### config.mk
export PLATFORM = sky130hd
export DESIGN_NAME = dport_bank_arb
export DESIGN_NICKNAME = d
export VERILOG_FILES = /design/src/rtl/dpba_pkg.sv /design/src/rtl/dpba_decode.sv /design/src/rtl/dpba_grant.sv /design/src/rtl/dpba_issue.sv /design/src/rtl/dport_bank_arb.sv
export SDC_FILE = /design/constraint.sdc
export NUM_CORES = 1
export LEC_CHECK = 0
export BUFFER_PORTS_ARGS = -buffer_cell sky130_fd_sc_hd__buf_4
export CAP_MARGIN = 20
export CORE_MARGIN = 2
export CORE_UTILIZATION = 45
export DETAILED_ROUTE_END_ITERATION = 6
export PLACE_DENSITY = 0.71
export SETUP_SLACK_MARGIN = 0.05
export SLEW_MARGIN = 25
export SYNTH_ARGS = -nofsm -noshare
export SYNTH_HDL_FRONTEND = slang
export SYNTH_SLANG_ARGS = --single-unit
### constraint.sdc
create_clock -name clk -period 3.2 [get_ports clk]
set_input_delay 0 -clock clk [delete_from_list [all_inputs] [get_ports clk]]
set_output_delay 0 -clock clk [all_outputs]
set_load 0.005 [all_outputs]
### src/rtl/dpba_pkg.sv
// Shared types for the dual-port bank arbiter.
// Assumes nothing beyond the piece kinds listed here.
package dpba_pkg;

    // Kind of an issued piece: a whole request, or one half of a split one.
    typedef enum logic [1:0] {
        PIECE_WHOLE  = 2'd0,
        PIECE_FIRST  = 2'd1,
        PIECE_SECOND = 2'd2
    } piece_kind_e;

endpackage

### src/rtl/dpba_decode.sv
// Address decode for one port: bank, line, offset, piece lengths, and
// whether the request runs past its line end.
// Assumes a power-of-two bank count and that the largest access fits
// within one line.
module dpba_decode #(
    parameter int ADDR_W = 32,
    parameter int OFF_W  = 6,
    parameter int BANK_W = 2,
    parameter int SIZE_W = 2,
    parameter int LEN_W  = 4,
    localparam int LINE_W    = ADDR_W - OFF_W,
    localparam int NUM_BANKS = 1 << BANK_W
) (
    input  logic [ADDR_W-1:0]    addr,
    input  logic [SIZE_W-1:0]    size,
    output logic [BANK_W-1:0]    bank_a,
    output logic [BANK_W-1:0]    bank_b,
    output logic [LINE_W-1:0]    line_a,
    output logic [LINE_W-1:0]    line_b,
    output logic [OFF_W-1:0]     off_a,
    output logic [LEN_W-1:0]     len_a,
    output logic [LEN_W-1:0]     len_b,
    output logic                 crosses,
    output logic [NUM_BANKS-1:0] mask
);

    localparam int SUM_W = OFF_W + 1;

    logic [SUM_W-1:0] bytes_w;
    logic [SUM_W-1:0] end_w;
    logic [SUM_W-1:0] head_w;
    logic [SUM_W-1:0] line_bytes_w;

    // Split the address into line and offset; next line is one above.
    always_comb begin
        line_a = addr[ADDR_W-1:OFF_W];
        line_b = line_a + LINE_W'(1);
        off_a  = addr[OFF_W-1:0];
        bank_a = line_a[BANK_W-1:0];
        bank_b = line_b[BANK_W-1:0];
    end

    // Work out the end byte and the lengths of the two possible pieces.
    always_comb begin
        line_bytes_w = SUM_W'(1) << OFF_W;
        bytes_w      = SUM_W'(1) << size;
        end_w        = {1'b0, off_a} + bytes_w;
        head_w       = line_bytes_w - {1'b0, off_a};
        crosses      = end_w > line_bytes_w;
        len_a        = crosses ? LEN_W'(head_w) : LEN_W'(bytes_w);
        len_b        = crosses ? LEN_W'(end_w[OFF_W-1:0]) : '0;
    end

    // One mask bit per bank that this request would occupy.
    for (genvar b = 0; b < NUM_BANKS; b++) begin : g_mask
        assign mask[b] = (bank_a == BANK_W'(b)) || (crosses && (bank_b == BANK_W'(b)));
    end

endmodule

### src/rtl/dpba_grant.sv
// Fixed-priority grant between the two ports. Port 0 always goes;
// port 1 goes only if its bank set does not overlap port 0's.
// Assumes the requester holds a stalled request until accepted.
module dpba_grant #(
    parameter int NUM_BANKS = 4
) (
    input  logic [1:0]           vld,
    input  logic [NUM_BANKS-1:0] mask0,
    input  logic [NUM_BANKS-1:0] mask1,
    output logic [1:0]           acc,
    output logic [1:0]           stall
);

    logic overlap;

    // Decide acceptance and stall for both ports in the same cycle.
    always_comb begin
        overlap = vld[0] && (|(mask0 & mask1));
        acc[0]  = vld[0];
        acc[1]  = vld[1] && !overlap;
        stall   = vld & ~acc;
    end

endmodule

### src/rtl/dpba_issue.sv
// Per-bank issue registers. Each bank picks the piece that falls on it,
// giving port 0 priority, and registers it for one cycle.
// Assumes the grant stage never accepts two pieces for one bank.
module dpba_issue
    import dpba_pkg::*;
#(
    parameter int LINE_W = 26,
    parameter int OFF_W  = 6,
    parameter int BANK_W = 2,
    parameter int LEN_W  = 4,
    localparam int NUM_BANKS = 1 << BANK_W
) (
    input  logic                         clk,
    input  logic                         rst_n,
    input  logic [1:0]                   acc,
    input  logic [1:0][BANK_W-1:0]       bank_a,
    input  logic [1:0][BANK_W-1:0]       bank_b,
    input  logic [1:0][LINE_W-1:0]       line_a,
    input  logic [1:0][LINE_W-1:0]       line_b,
    input  logic [1:0][OFF_W-1:0]        off_a,
    input  logic [1:0][LEN_W-1:0]        len_a,
    input  logic [1:0][LEN_W-1:0]        len_b,
    input  logic [1:0]                   crosses,
    output logic [NUM_BANKS-1:0]         bank_vld,
    output logic [NUM_BANKS-1:0][LINE_W-1:0] bank_line,
    output logic [NUM_BANKS-1:0][OFF_W-1:0]  bank_off,
    output logic [NUM_BANKS-1:0][LEN_W-1:0]  bank_len,
    output logic [NUM_BANKS-1:0]         bank_port,
    output logic [NUM_BANKS-1:0]         bank_split,
    output logic [NUM_BANKS-1:0]         bank_half
);

    for (genvar b = 0; b < NUM_BANKS; b++) begin : g_bank
        logic              nxt_vld;
        logic [LINE_W-1:0] nxt_line;
        logic [OFF_W-1:0]  nxt_off;
        logic [LEN_W-1:0]  nxt_len;
        logic              nxt_port;
        piece_kind_e       nxt_kind;
        piece_kind_e       cur_kind;

        // Select this bank's piece; port 0 is visited last so it wins.
        always_comb begin
            nxt_vld  = 1'b0;
            nxt_line = '0;
            nxt_off  = '0;
            nxt_len  = '0;
            nxt_port = 1'b0;
            nxt_kind = PIECE_WHOLE;
            for (int p = 1; p >= 0; p--) begin
                if (acc[p] && bank_a[p] == BANK_W'(b)) begin
                    nxt_vld  = 1'b1;
                    nxt_line = line_a[p];
                    nxt_off  = off_a[p];
                    nxt_len  = len_a[p];
                    nxt_port = (p == 1);
                    nxt_kind = crosses[p] ? PIECE_FIRST : PIECE_WHOLE;
                end else if (acc[p] && crosses[p] && bank_b[p] == BANK_W'(b)) begin
                    nxt_vld  = 1'b1;
                    nxt_line = line_b[p];
                    nxt_off  = '0;
                    nxt_len  = len_b[p];
                    nxt_port = (p == 1);
                    nxt_kind = PIECE_SECOND;
                end
            end
        end

        // Register the chosen piece for the bank.
        always_ff @(posedge clk) begin
            if (!rst_n) begin
                bank_vld[b]  <= 1'b0;
                bank_line[b] <= '0;
                bank_off[b]  <= '0;
                bank_len[b]  <= '0;
                bank_port[b] <= 1'b0;
                cur_kind     <= PIECE_WHOLE;
            end else begin
                bank_vld[b]  <= nxt_vld;
                bank_line[b] <= nxt_line;
                bank_off[b]  <= nxt_off;
                bank_len[b]  <= nxt_len;
                bank_port[b] <= nxt_port;
                cur_kind     <= nxt_kind;
            end
        end

        // Expose the piece kind as the two merge flags.
        assign bank_split[b] = (cur_kind != PIECE_WHOLE);
        assign bank_half[b]  = (cur_kind == PIECE_SECOND);
    end

endmodule

### src/rtl/dport_bank_arb.sv
// Top of the dual-port bank arbiter: decodes both ports, grants with
// port 0 priority, and registers one piece per bank.
// Assumes a stalled port holds its request until it is accepted.
module dport_bank_arb #(
    parameter int ADDR_W    = 32,
    parameter int OFF_W     = 6,
    parameter int NUM_BANKS = 4,
    parameter int SIZE_W    = 2,
    localparam int BANK_W   = $clog2(NUM_BANKS),
    localparam int LINE_W   = ADDR_W - OFF_W,
    localparam int MAX_LOG  = (1 << SIZE_W) - 1,
    localparam int LEN_W    = MAX_LOG + 1
) (
    input  logic                             clk,
    input  logic                             rst_n,
    input  logic [1:0]                       req_vld,
    input  logic [1:0][ADDR_W-1:0]           req_addr,
    input  logic [1:0][SIZE_W-1:0]           req_size,
    output logic [1:0]                       port_acc,
    output logic [1:0]                       port_stall,
    output logic [NUM_BANKS-1:0]             bank_vld,
    output logic [NUM_BANKS-1:0][LINE_W-1:0] bank_line,
    output logic [NUM_BANKS-1:0][OFF_W-1:0]  bank_off,
    output logic [NUM_BANKS-1:0][LEN_W-1:0]  bank_len,
    output logic [NUM_BANKS-1:0]             bank_port,
    output logic [NUM_BANKS-1:0]             bank_split,
    output logic [NUM_BANKS-1:0]             bank_half
);

    logic [1:0][BANK_W-1:0]    dec_bank_a;
    logic [1:0][BANK_W-1:0]    dec_bank_b;
    logic [1:0][LINE_W-1:0]    dec_line_a;
    logic [1:0][LINE_W-1:0]    dec_line_b;
    logic [1:0][OFF_W-1:0]     dec_off;
    logic [1:0][LEN_W-1:0]     dec_len_a;
    logic [1:0][LEN_W-1:0]     dec_len_b;
    logic [1:0]                dec_cross;
    logic [1:0][NUM_BANKS-1:0] dec_mask;

    // One decoder per port.
    for (genvar p = 0; p < 2; p++) begin : g_port
        dpba_decode #(
            .ADDR_W (ADDR_W),
            .OFF_W  (OFF_W),
            .BANK_W (BANK_W),
            .SIZE_W (SIZE_W),
            .LEN_W  (LEN_W)
        ) decode_i (
            .addr    (req_addr[p]),
            .size    (req_size[p]),
            .bank_a  (dec_bank_a[p]),
            .bank_b  (dec_bank_b[p]),
            .line_a  (dec_line_a[p]),
            .line_b  (dec_line_b[p]),
            .off_a   (dec_off[p]),
            .len_a   (dec_len_a[p]),
            .len_b   (dec_len_b[p]),
            .crosses (dec_cross[p]),
            .mask    (dec_mask[p])
        );
    end

    dpba_grant #(
        .NUM_BANKS (NUM_BANKS)
    ) grant_i (
        .vld   (req_vld),
        .mask0 (dec_mask[0]),
        .mask1 (dec_mask[1]),
        .acc   (port_acc),
        .stall (port_stall)
    );

    dpba_issue #(
        .LINE_W (LINE_W),
        .OFF_W  (OFF_W),
        .BANK_W (BANK_W),
        .LEN_W  (LEN_W)
    ) issue_i (
        .clk        (clk),
        .rst_n      (rst_n),
        .acc        (port_acc),
        .bank_a     (dec_bank_a),
        .bank_b     (dec_bank_b),
        .line_a     (dec_line_a),
        .line_b     (dec_line_b),
        .off_a      (dec_off),
        .len_a      (dec_len_a),
        .len_b      (dec_len_b),
        .crosses    (dec_cross),
        .bank_vld   (bank_vld),
        .bank_line  (bank_line),
        .bank_off   (bank_off),
        .bank_len   (bank_len),
        .bank_port  (bank_port),
        .bank_split (bank_split),
        .bank_half  (bank_half)
    );

endmodule

==> results of run 1 <==
## state kept, by name, summed over array words and instances, names as in the netlist
register and count:
issue_i.bank_line 104, issue_i.bank_off 24, issue_i.bank_port 4, issue_i.g_bank.cur_kind 8
issue_i.bank_vld 4, issue_i.bank_len 16
## area by class of cell
cell class / count / area, µm²
Fill cell: 1842 / 7300
Multi-Input combinational cell: 1004 / 6510
Timing Repair Buffer: 450 / 3830
Sequential cell: 160 / 3200
Clock buffer: 17 / 425
Tap cell: 280 / 350
Clock inverter: 15 / 150
Inverter: 32 / 125
## stage by stage
| stage | cells | hold WS, ns | setup TNS [ns] | total power, µW |
|---|---|---|---|---|
| 5_1_grt | 1958 | 0.0160 | -1.56 | 5490 |
| 3_5_place_dp | 1859 | 0.304 | -41.00 | 3160 |
| 6_report | 1958 | -0.00474 | 0 | 5330 |
| 2_1_floorplan | 1324 | 0.0808 | 0 | 2650 |
| 3_3_place_gp | 1859 | 0.292 | -21.81 | 3160 |
| 4_1_cts | 1946 | 0.000140 | 0 | 5240 |
## cell usage after synthesis (all sizes together), types with 7 or more instances
library cell,count
xnor2,32
o221ai,25
clkbuf,104
mux2,7
or2,7
ha,22
nand4,20
nor2b,19
nand2,171
a21oi,109
a21boi,35
o32ai,22
o21a,8
a22oi,19
xor2,17
and2,15
nand3,39
a221oi,71
a211oi,10
dfxtp,160
and3,11
nor2,125
a41oi,7
o22ai,14
nor3,38
buf,24
o21ai,74
and4,8
inv,32
## power by group through the flow
stage	Sequential [µW]	Combinational [µW]	Clock (µW)
2_1_floorplan	2140	509	0
3_3_place_gp	2130	1030	0
3_5_place_dp	2130	1030	0
4_1_cts	2090	1100	2050
5_1_grt	2090	1260	2130
6_report	2090	1200	2050
## cell families (layout without fill, tap and decap cells)
family | after synthesis | in the layout | share of synthesized area
AND/OR/NAND/NOR | 466 | 466 | 0.215
AO/OA/AOI/OAI | 453 | 453 | 0.315
flip-flops | 160 | 160 | 0.318
buffers and inverters | 160 | 514 | 0.0659
XOR/XNOR | 49 | 49 | 0.0426
adder cells (fa/ha/maj) | 24 | 24 | 0.0313
multiplexers | 11 | 11 | 0.0118
other | 1 | 1 | 0.000372
## what timing repair did
action                                  in CTS  in global routing
pin swaps                                    4                 49
endpoints found under the setup margin       3                 71
hold buffers                                53                  0
setup buffers                                2                 10
resized for setup                            7                 69
endpoints found under the hold margin      107                  0
gates cloned                                 0                  3
## final timing paths
path | endpoint | slack (ns) | cells past startpoint | start
worst max-delay path | issue_i.bank_line[4]$_SDFF_PN0_ | 0.009 | 17 | req_size[1]
worst min-delay path | issue_i.bank_line[103]$_SDFF_PN0_ | -0.005 | 3 | req_addr[63]
## layer usage
layer / GRT usage / wire [µm]
met5: 0 / 0
met4: 0.187 / 2420
met3: 0.0939 / 6070
met2: 0.555 / 20200
met1: 0.498 / 18000
==> metrics.txt, run 1 <==
gr usage total=0.372; ant diodes=0; Yosys top cell by area=dfxtp_1; mean routed wirelength per cell=~24 µm; vias per cell=roughly 6.5; CTS Sinks=160; flops & latches, synth=between 150 and 200; Vias=12707; peak supply drop=0.320 mV; final core utilization=0.667; crit-path leading delay family=compound AO/OA/AOI/OAI gates; initial DRC count=1972; sequential element share of the synthesized area=0.318; cell area after synthesis=0.0101 mm²; first-pass GRT wire length=68800 µm; crit-path cells=buf_6, nor2_4, ha_4, inv_2, fa_2, xnor2_2, a2111o_1, a221o_1, a21boi_2, o41a_1, buf_12, nor3_4, buf_12, buf_12, buf_12, a22oi_1, a21oi_1; RSZ-0062 raised after global routing=yes; Post-route DRC=0; Setup crit start kind=input pin; Core Area=0.0219 mm²; Final WS setup=0.00895 ns; relative slew slack=0.455; die width=between 150 and 200 µm; Buf/Inv on CP=6; Pleak=0.00594 µW; Post-Route WL=46700 µm; post-route ant nets=0; TritonCTS buffer count=17; P_sw=1640 µW; violated checks=hold timing; Setup Crit Path Kind=input pin to flop; Avg Cell Area, Syn=between 7 and 8 µm²; port bufs=about 230; global placer's final weighted congestion=1.02; Worst-Margin Slew=0.815 ns; Clock Root Buffer=clkbuf_16; Power Density=365 mW/mm²; std cell rows=54; DIE HEIGHT=154 µm; crit path max fanout=7; NumNets Final=1761; EDFF count, synth=0; H-tree depth=4; Final Cell Area=0.0146 mm²; Post-synth ARST share=0; largest net degree at the start of global routing=between 80 and 90; Final Hold Viols=1; crit-path most repeated cell=buf_12; worst hold slack=-0.00474 ns; vias in the first global route=12117; Sw Ratio=0.308; arrival time worst endpoint=3.56 ns; Setup crit end kind=flop; initial antenna violation count=0; initial core utilization=0.460; sequential share of power=0.391; minimum clock period=roughly 3.2 ns; Max Root-Sink Buffers=2; Max Slew Vio Count=0; Combinational Power Share=0.225; Synth top area share=0.318; post-synth cell types=72; setup violators final=0; Post-Syn Nets=1420; HP Class=input pin to flop; TritonCTS clock tree=done; die footprint=0.0236 mm²; Max Clk Rate=313 MHz; slowest CP cell=o41a_1; Pint=3690 µW; Req. time, crit path=3.57 ns; CP max stage delay=0.49 ns; ranking of synthesized cells by area=dfxtp_1, nand2_1, a221oi_1; layout overhead on the synthesized area=44.8%; HPWL Detailed=around 33000 µm; most frequent cells in the layout=buf_4, nand2_1, dfxtp_1, nor2_1, a21oi_1; Place WS=-0.415 ns; Cell Area, Placed=roughly 0.013 mm²; top_reg_cell synth=dfxtp_1; first-pass detailed-route iteration total=7; GRT overflow=0; share of layout cells above drive strength 1=0.301; period utilization=0.997; commonest non-fill, non-tap cell in the layout=buf_4; Synth warnings=0; Ports=236; clock power share=0.384; max-cap viol count=0; Mapped Cells=1324; clock-pin slew on the worst setup and hold paths=0.07 ns; status=finished, violations left
Note: power is estimated with default switching activity, not from simulation.
==> run 2, diff against run 1 <==
SETUP_SLACK_MARGIN = 0.4   (was 0.05)
==> run 2 against run 1 <==
Critical path depth down 1. Non-clock buffer count up 33. Die area unchanged. Largest cell class unchanged. Cell area grew 9.6%. The flow now finishes without violations. Global-route usage is 0.16 points higher.
==> metrics.txt, run 2 (synthesis results as in run 1) <==
status=finished, final reports clean; mean routed wirelength per cell=24.0 µm (+0.40%); CTS Sinks=160 (unchanged); commonest non-fill, non-tap cell in the layout=buf_4; Req. time, crit path=3.53 ns (-0.04 ns); share of layout cells above drive strength 1=0.402 (+0.101); die footprint=0.0236 mm² (unchanged); Max Root-Sink Buffers=2 (unchanged); Post-Route WL=47700 µm (+2.1%); Worst-Margin Slew=0.974 ns (+0.159 ns); Ports=236 (unchanged); Largest register FFs=104 (unchanged); Final Hold Viols=0 (-1); HPWL Detailed=32200 µm (-1.3%); std cell rows=54 (unchanged); Regs by FF count=issue_i.bank_line x104, issue_i.bank_off x24, issue_i.bank_len x16; crit-path most repeated cell=buf_4; relative slew slack=0.350 (-0.105); initial antenna violation count=0 (unchanged); Setup crit start kind=input pin; first-pass GRT wire length=69000 µm (+0.31%); setup violators final=0 (unchanged); Max Slew Vio Count=0 (unchanged); HP Class=input pin to flop; vias in the first global route=12012 (-0.87%); most frequent cells in the layout=buf_4, dfxtp_1, nand2_1, nor2_1, a21oi_1; port bufs=234 (unchanged); largest net degree at the start of global routing=90 (+3.4%); global placer's final weighted congestion=0.992 (-2.7%); CP max stage delay=0.55 ns (+0.06 ns); Power Density=348 mW/mm² (-4.7%); Largest Register=issue_i.bank_line; Setup crit end kind=flop; Clock Root Buffer=clkbuf_16; worst hold slack=0.0106 ns (+0.0154 ns); clock-pin slew on the worst setup and hold paths=0.07 ns (about the same); Max Clk Rate=323 MHz (+3.0%); Buf/Inv on CP=5 (-1); minimum clock period=3.10 ns (-0.0932 ns); arrival time worst endpoint=3.42 ns (-0.14 ns); initial core utilization=0.460 (unchanged); period utilization=0.968 (-0.0291); initial DRC count=2103 (+6.6%); Pleak=0.00652 µW (+9.6%); hold path cells=4 (+1); gr usage total=0.373 (+0.00161); NumNets Final=1794 (+1.9%); fill count=1594 (-13%); Post-route DRC=0 (unchanged); TritonCTS clock tree=done; max-cap viol count=0 (unchanged); H-tree depth=4 (unchanged); Power Total=5570 µW (+4.5%); Setup Crit Path Kind=input pin to flop; post-route ant nets=0 (unchanged); slowest CP cell=fa_2; first-pass detailed-route iteration total=7 (unchanged); layout overhead on the synthesized area=58.8%; die width=154 µm (unchanged); RSZ-0062 raised after global routing=yes; Worst Hold End=issue_i.bank_off[6]$_SDFF_PN0_; crit path max fanout=5 (-2); Vias=13055 (+2.7%); peak supply drop=0.244 mV (-24%); vias per cell=6.55 (+0.99%); TritonCTS buffer count=17 (unchanged); crit-path leading delay family=compound AO/OA/AOI/OAI gates; DIE HEIGHT=154 µm (unchanged); hold path start=req_addr[0]; crit-path cells=buf_8, nor2_4, ha_4, inv_2, fa_2, nand2b_4, a2111o_1, a221o_1, a21boi_4, o41a_1, buf_4, nor3_4, buf_6, buf_4, a221oi_2, o32ai_1; GRT overflow=0 (unchanged); Core Area=0.0219 mm² (unchanged)
run 2: cell types whose count changed in the layout (fill, tap and decap cells not counted), sizes merged:
cell and change:
bufinv +1, inv +4, dlygate4sd3 +4, clkinv -2, clkbuf -1, diode +1, buf +30, clkinvlp -3
run 2: report_power, final:
| part | leakage, µW | internal [µW] | switching (µW) |
|---|---|---|---|
| Sequential | 0.00130 | 2060 | 26.6 |
| Combinational | 0.00492 | 600 | 747 |
| Clock | 0.000298 | 1180 | 959 |
| Total | 0.00652 | 3840 | 1730 |
run 2: timing repair:
item | 4_1_cts | 5_1_grt
pin swaps | 79 | 85
gates cloned | 2 | 2
hold buffers | 56 | 1
gates resized for setup | 139 | 161
endpoints found under the setup margin | 152 | 162
endpoints found under the hold margin | 108 | 1
buffers inserted | 20 | 15
run 2: final cells by class:
class | instances | area [µm²] | share of cell area
Clock buffer | 17 | 425 | 0.0266
Antenna cell | 1 | 2.50 | 0.000156
Multi-Input combinational cell | 1004 | 7460 | 0.466
Tap cell | 280 | 350 | 0.0219
Clock inverter | 15 | 171 | 0.0107
Inverter | 32 | 125 | 0.00782
Timing Repair Buffer | 483 | 4260 | 0.266
Sequential cell | 160 | 3200 | 0.200
run 2: per-stage QoR:
stage | cells | utilization | area (µm²) | TNS (ns) | worst slack [ns]
6_report | 1992 | 0.731 | 16000 | 0 | 0.102
5_1_grt | 1991 | 0.731 | 16000 | 0 | 0.0754
4_1_cts | 1973 | 0.688 | 15100 | 0 | 0.244
3_5_place_dp | 1863 | 0.599 | 13100 | -25.71 | -0.341
2_1_floorplan | 1324 | - | 10300 | 0 | 0.175
3_3_place_gp | 1863 | 0.599 | 13100 | -9.84 | -0.232
run 2: per-layer routing:
metal	track usage	up-vias	wire, µm
met5	0	-	0
met4	0.174	0	2210
met3	0.100	221	6490
met2	0.559	1136	20800
met1	0.501	6063	18200
li1	-	5635	-
run 2: how the worst max path moves through the flow:
stage	startpoint	endpoint	slack [ns]	cells after the start
floorplan	req_size[0]	issue_i.bank_line[100]$_SDFF_PN0_	0.17	14
global placement	req_size[0]	issue_i.bank_line[100]$_SDFF_PN0_	-0.23	16
detailed placement	req_size[0]	issue_i.bank_line[100]$_SDFF_PN0_	-0.34	16
CTS	req_size[0]	issue_i.bank_line[24]$_SDFF_PN0_	0.24	17
global route	req_size[0]	issue_i.bank_len[11]$_SDFF_PN0_	0.08	16
finish	req_size[0]	issue_i.bank_len[11]$_SDFF_PN0_	0.10	16
==> run 3, diff against run 2 <==
CELL_PAD_IN_SITES_DETAIL_PLACEMENT = 1   (was not set)
CELL_PAD_IN_SITES_GLOBAL_PLACEMENT = 1   (was not set)
CORE_UTILIZATION = 36   (was 45)
PLACE_DENSITY = not set   (was 0.71)
PLACE_DENSITY_LB_ADDON = 0.1   (was not set)
==> run 3 against run 2 <==
Sequential power barely moved. Utilization fell by 16 points. First-iteration DRC count fell by 33%. Global-route usage fell by 2.6 points. Worst hold slack got worse by 0.018 ns. The run now ends with hold timing left. Combinational power barely moved. Clock power barely moved. Via count fell by 2.2%. Total power rose by 0.32%. Final cell count rose by 5.0%. Wire length rose by 13%.
==> metrics.txt, run 3 (synthesis results as in run 1) <==
TritonCTS buffer count=17 (unchanged); setup violators final=0 (unchanged); Vias=12774 (-2.2%); global placer's final weighted congestion=0.910 (-8.3%); DIE HEIGHT=171 µm (+11%); vias per cell=6.11 (-6.8%); HPWL Detailed=37100 µm (+15%); most frequent cells in the layout=buf_4, dfxtp_1, nand2_1, nor2_1, a21oi_1; minimum clock period=3.14 ns (+0.0415 ns); RSZ-0062 raised after global routing=yes; violated checks=hold timing; Pleak=0.00638 µW (-2.1%); Largest register FFs=104 (unchanged); first-pass GRT wire length=77000 µm (+12%); Worst-Margin Slew=1.21 ns (+0.235 ns); Power Density=352 mW/mm² (+0.96%); Post-Route WL=53700 µm (+13%); period utilization=0.981 (+0.0130); Max Root-Sink Buffers=2 (unchanged); die footprint=0.0294 mm² (+24%); crit path max fanout=8 (+3); Core Area=0.0277 mm² (+27%); Regs by FF count=issue_i.bank_line x104, issue_i.bank_off x24, issue_i.bank_len x16; gr usage total=0.348 (-0.0257); clock-pin slew on the worst setup and hold paths=0.07 ns (about the same); Setup crit end kind=flop; initial DRC count=1409 (-33%); end point of the critical path=issue_i.bank_len[11]$_SDFF_PN0_; hold path start=req_addr[34]; arrival time worst endpoint=3.48 ns (+0.06 ns); Max Clk Rate=319 MHz (-1.3%); layout overhead on the synthesized area=57.7%; Critical path origin=req_size[0]; die width=171 µm (+11%); initial core utilization=0.364 (-0.0966); vias in the first global route=12631 (+5.2%); TritonCTS clock tree=done; post-route ant nets=0 (unchanged); commonest non-fill, non-tap cell in the layout=buf_4; port bufs=234 (unchanged); peak supply drop=0.271 mV (+11%); CTS Sinks=160 (unchanged); status=finished, violations left; first-pass detailed-route iteration total=6 (-1); Clock Root Buffer=clkbuf_16; max-cap viol count=0 (unchanged); Final Hold Viols=4 (+4); relative slew slack=0.191 (-0.159); Post-Place Cells=1972 (+5.9%); Layout Cells excl Fill=2091 (+5.0%); HP Class=input pin to flop; mean routed wirelength per cell=25.7 µm (+7.2%); Setup Crit Path Kind=input pin to flop; Req. time, crit path=3.54 ns (about the same); worst hold slack=-0.00763 ns (-0.0182 ns); share of layout cells above drive strength 1=0.382 (-0.0191); Max Slew Vio Count=0 (unchanged); Ports=236 (unchanged); NumNets Final=1796 (+0.11%); initial antenna violation count=1 (+1); largest net degree at the start of global routing=75 (-17%); H-tree depth=4 (unchanged); Post-route DRC=0 (unchanged); std cell rows=61 (+13%); Setup crit start kind=input pin; GRT overflow=0 (unchanged); ant diodes=0 (-1); Largest Register=issue_i.bank_line; final core utilization=0.574 (-0.157)
==> run 3: changes by cell type in the layout (fill, tap and decap cells not counted), moves of 5 or more <==
cell,previous run,this run
a221oi_1,21,26
buf_4,362,372
inv_6,9,4
nand2_2,16,9
a221oi_2,44,37
a21oi_2,27,15
a22oi_1,4,9
a22oi_2,15,10
nand2_4,17,11
nand2_1,138,151
a21oi_1,80,89
clkinvlp_4,0,5
==> run 3: how the worst min path moves through the flow <==
stage,to,slack (ns),cells past startpoint
after floorplan,port_acc[0],0.08,1
after global placement,issue_i.bank_off[10]$_SDFF_PN0_,0.30,3
after detailed placement,issue_i.bank_off[10]$_SDFF_PN0_,0.30,3
after CTS,issue_i.bank_off[0]$_SDFF_PN0_,0.004,4
after global routing,issue_i.bank_off[8]$_SDFF_PN0_,0.001,4
final,issue_i.bank_off[8]$_SDFF_PN0_,-0.008,4
==> run 3: worst max-delay path, stage by stage <==
cell      delay (ns)
buf_8           0.10
nor2_4          0.12
ha_4            0.15
inv_2           0.04
fa_2            0.56
nand2b_4        0.09
a2111o_1        0.39
buf_6           0.16
a221oi_4        0.28
a21oi_2         0.08
o41a_1          0.45
buf_12          0.19
nor3_4          0.31
buf_12          0.19
a221oi_2        0.07
o32ai_2         0.30
==> run 3: where the power goes <==
part           leakage, µW  switching (µW)  internal (µW)
registers          0.00130            25.3           2060
clock network     0.000274             997           1150
logic              0.00481             763            594
total              0.00638            1790           3810
==> run 3: per-layer routing <==
layer / global-route usage / vias to the layer above / part of all wire
met2: 0.572 / 734 / 0.47
met5: 0 / - / 0.00024
li1: - / 5621 / -
met4: 0.158 / 2 / 0.045
met3: 0.0612 / 165 / 0.079
met1: 0.444 / 6252 / 0.41
==> run 3: cell type report <==
class                      instances  area [µm²]
tap                              378         473
inverter                          32         128
multi-input combinational       1004        7300
fill                            3261       11800
clock inverter                    12         123
clock buffer                      20         467
sequential                       160        3200
timing repair buffer             485        4200
==> run 3: per-stage QoR <==
step	setup slack, ns	area [µm²]	total power [µW]	setup TNS, ns
5_1_grt	0.00496	15900	5750	0
2_1_floorplan	0.175	10300	2670	0
4_1_cts	0.185	15100	5460	0
3_3_place_gp	-0.405	13400	3190	-28.43
6_report	0.0606	15900	5590	0
3_5_place_dp	-0.424	13400	3210	-35.56
==> run 3: what timing repair did <==
| action | 4_1_cts | 5_1_grt |
|---|---|---|
| endpoints found under the setup margin | 160 | 162 |
| gates resized for setup | 100 | 147 |
| hold endpoints to repair | 103 | 0 |
| buffers inserted | 21 | 8 |
| cloned | 2 | 1 |
| pin swaps | 72 | 99 |
| hold buffers | 55 | 0 |
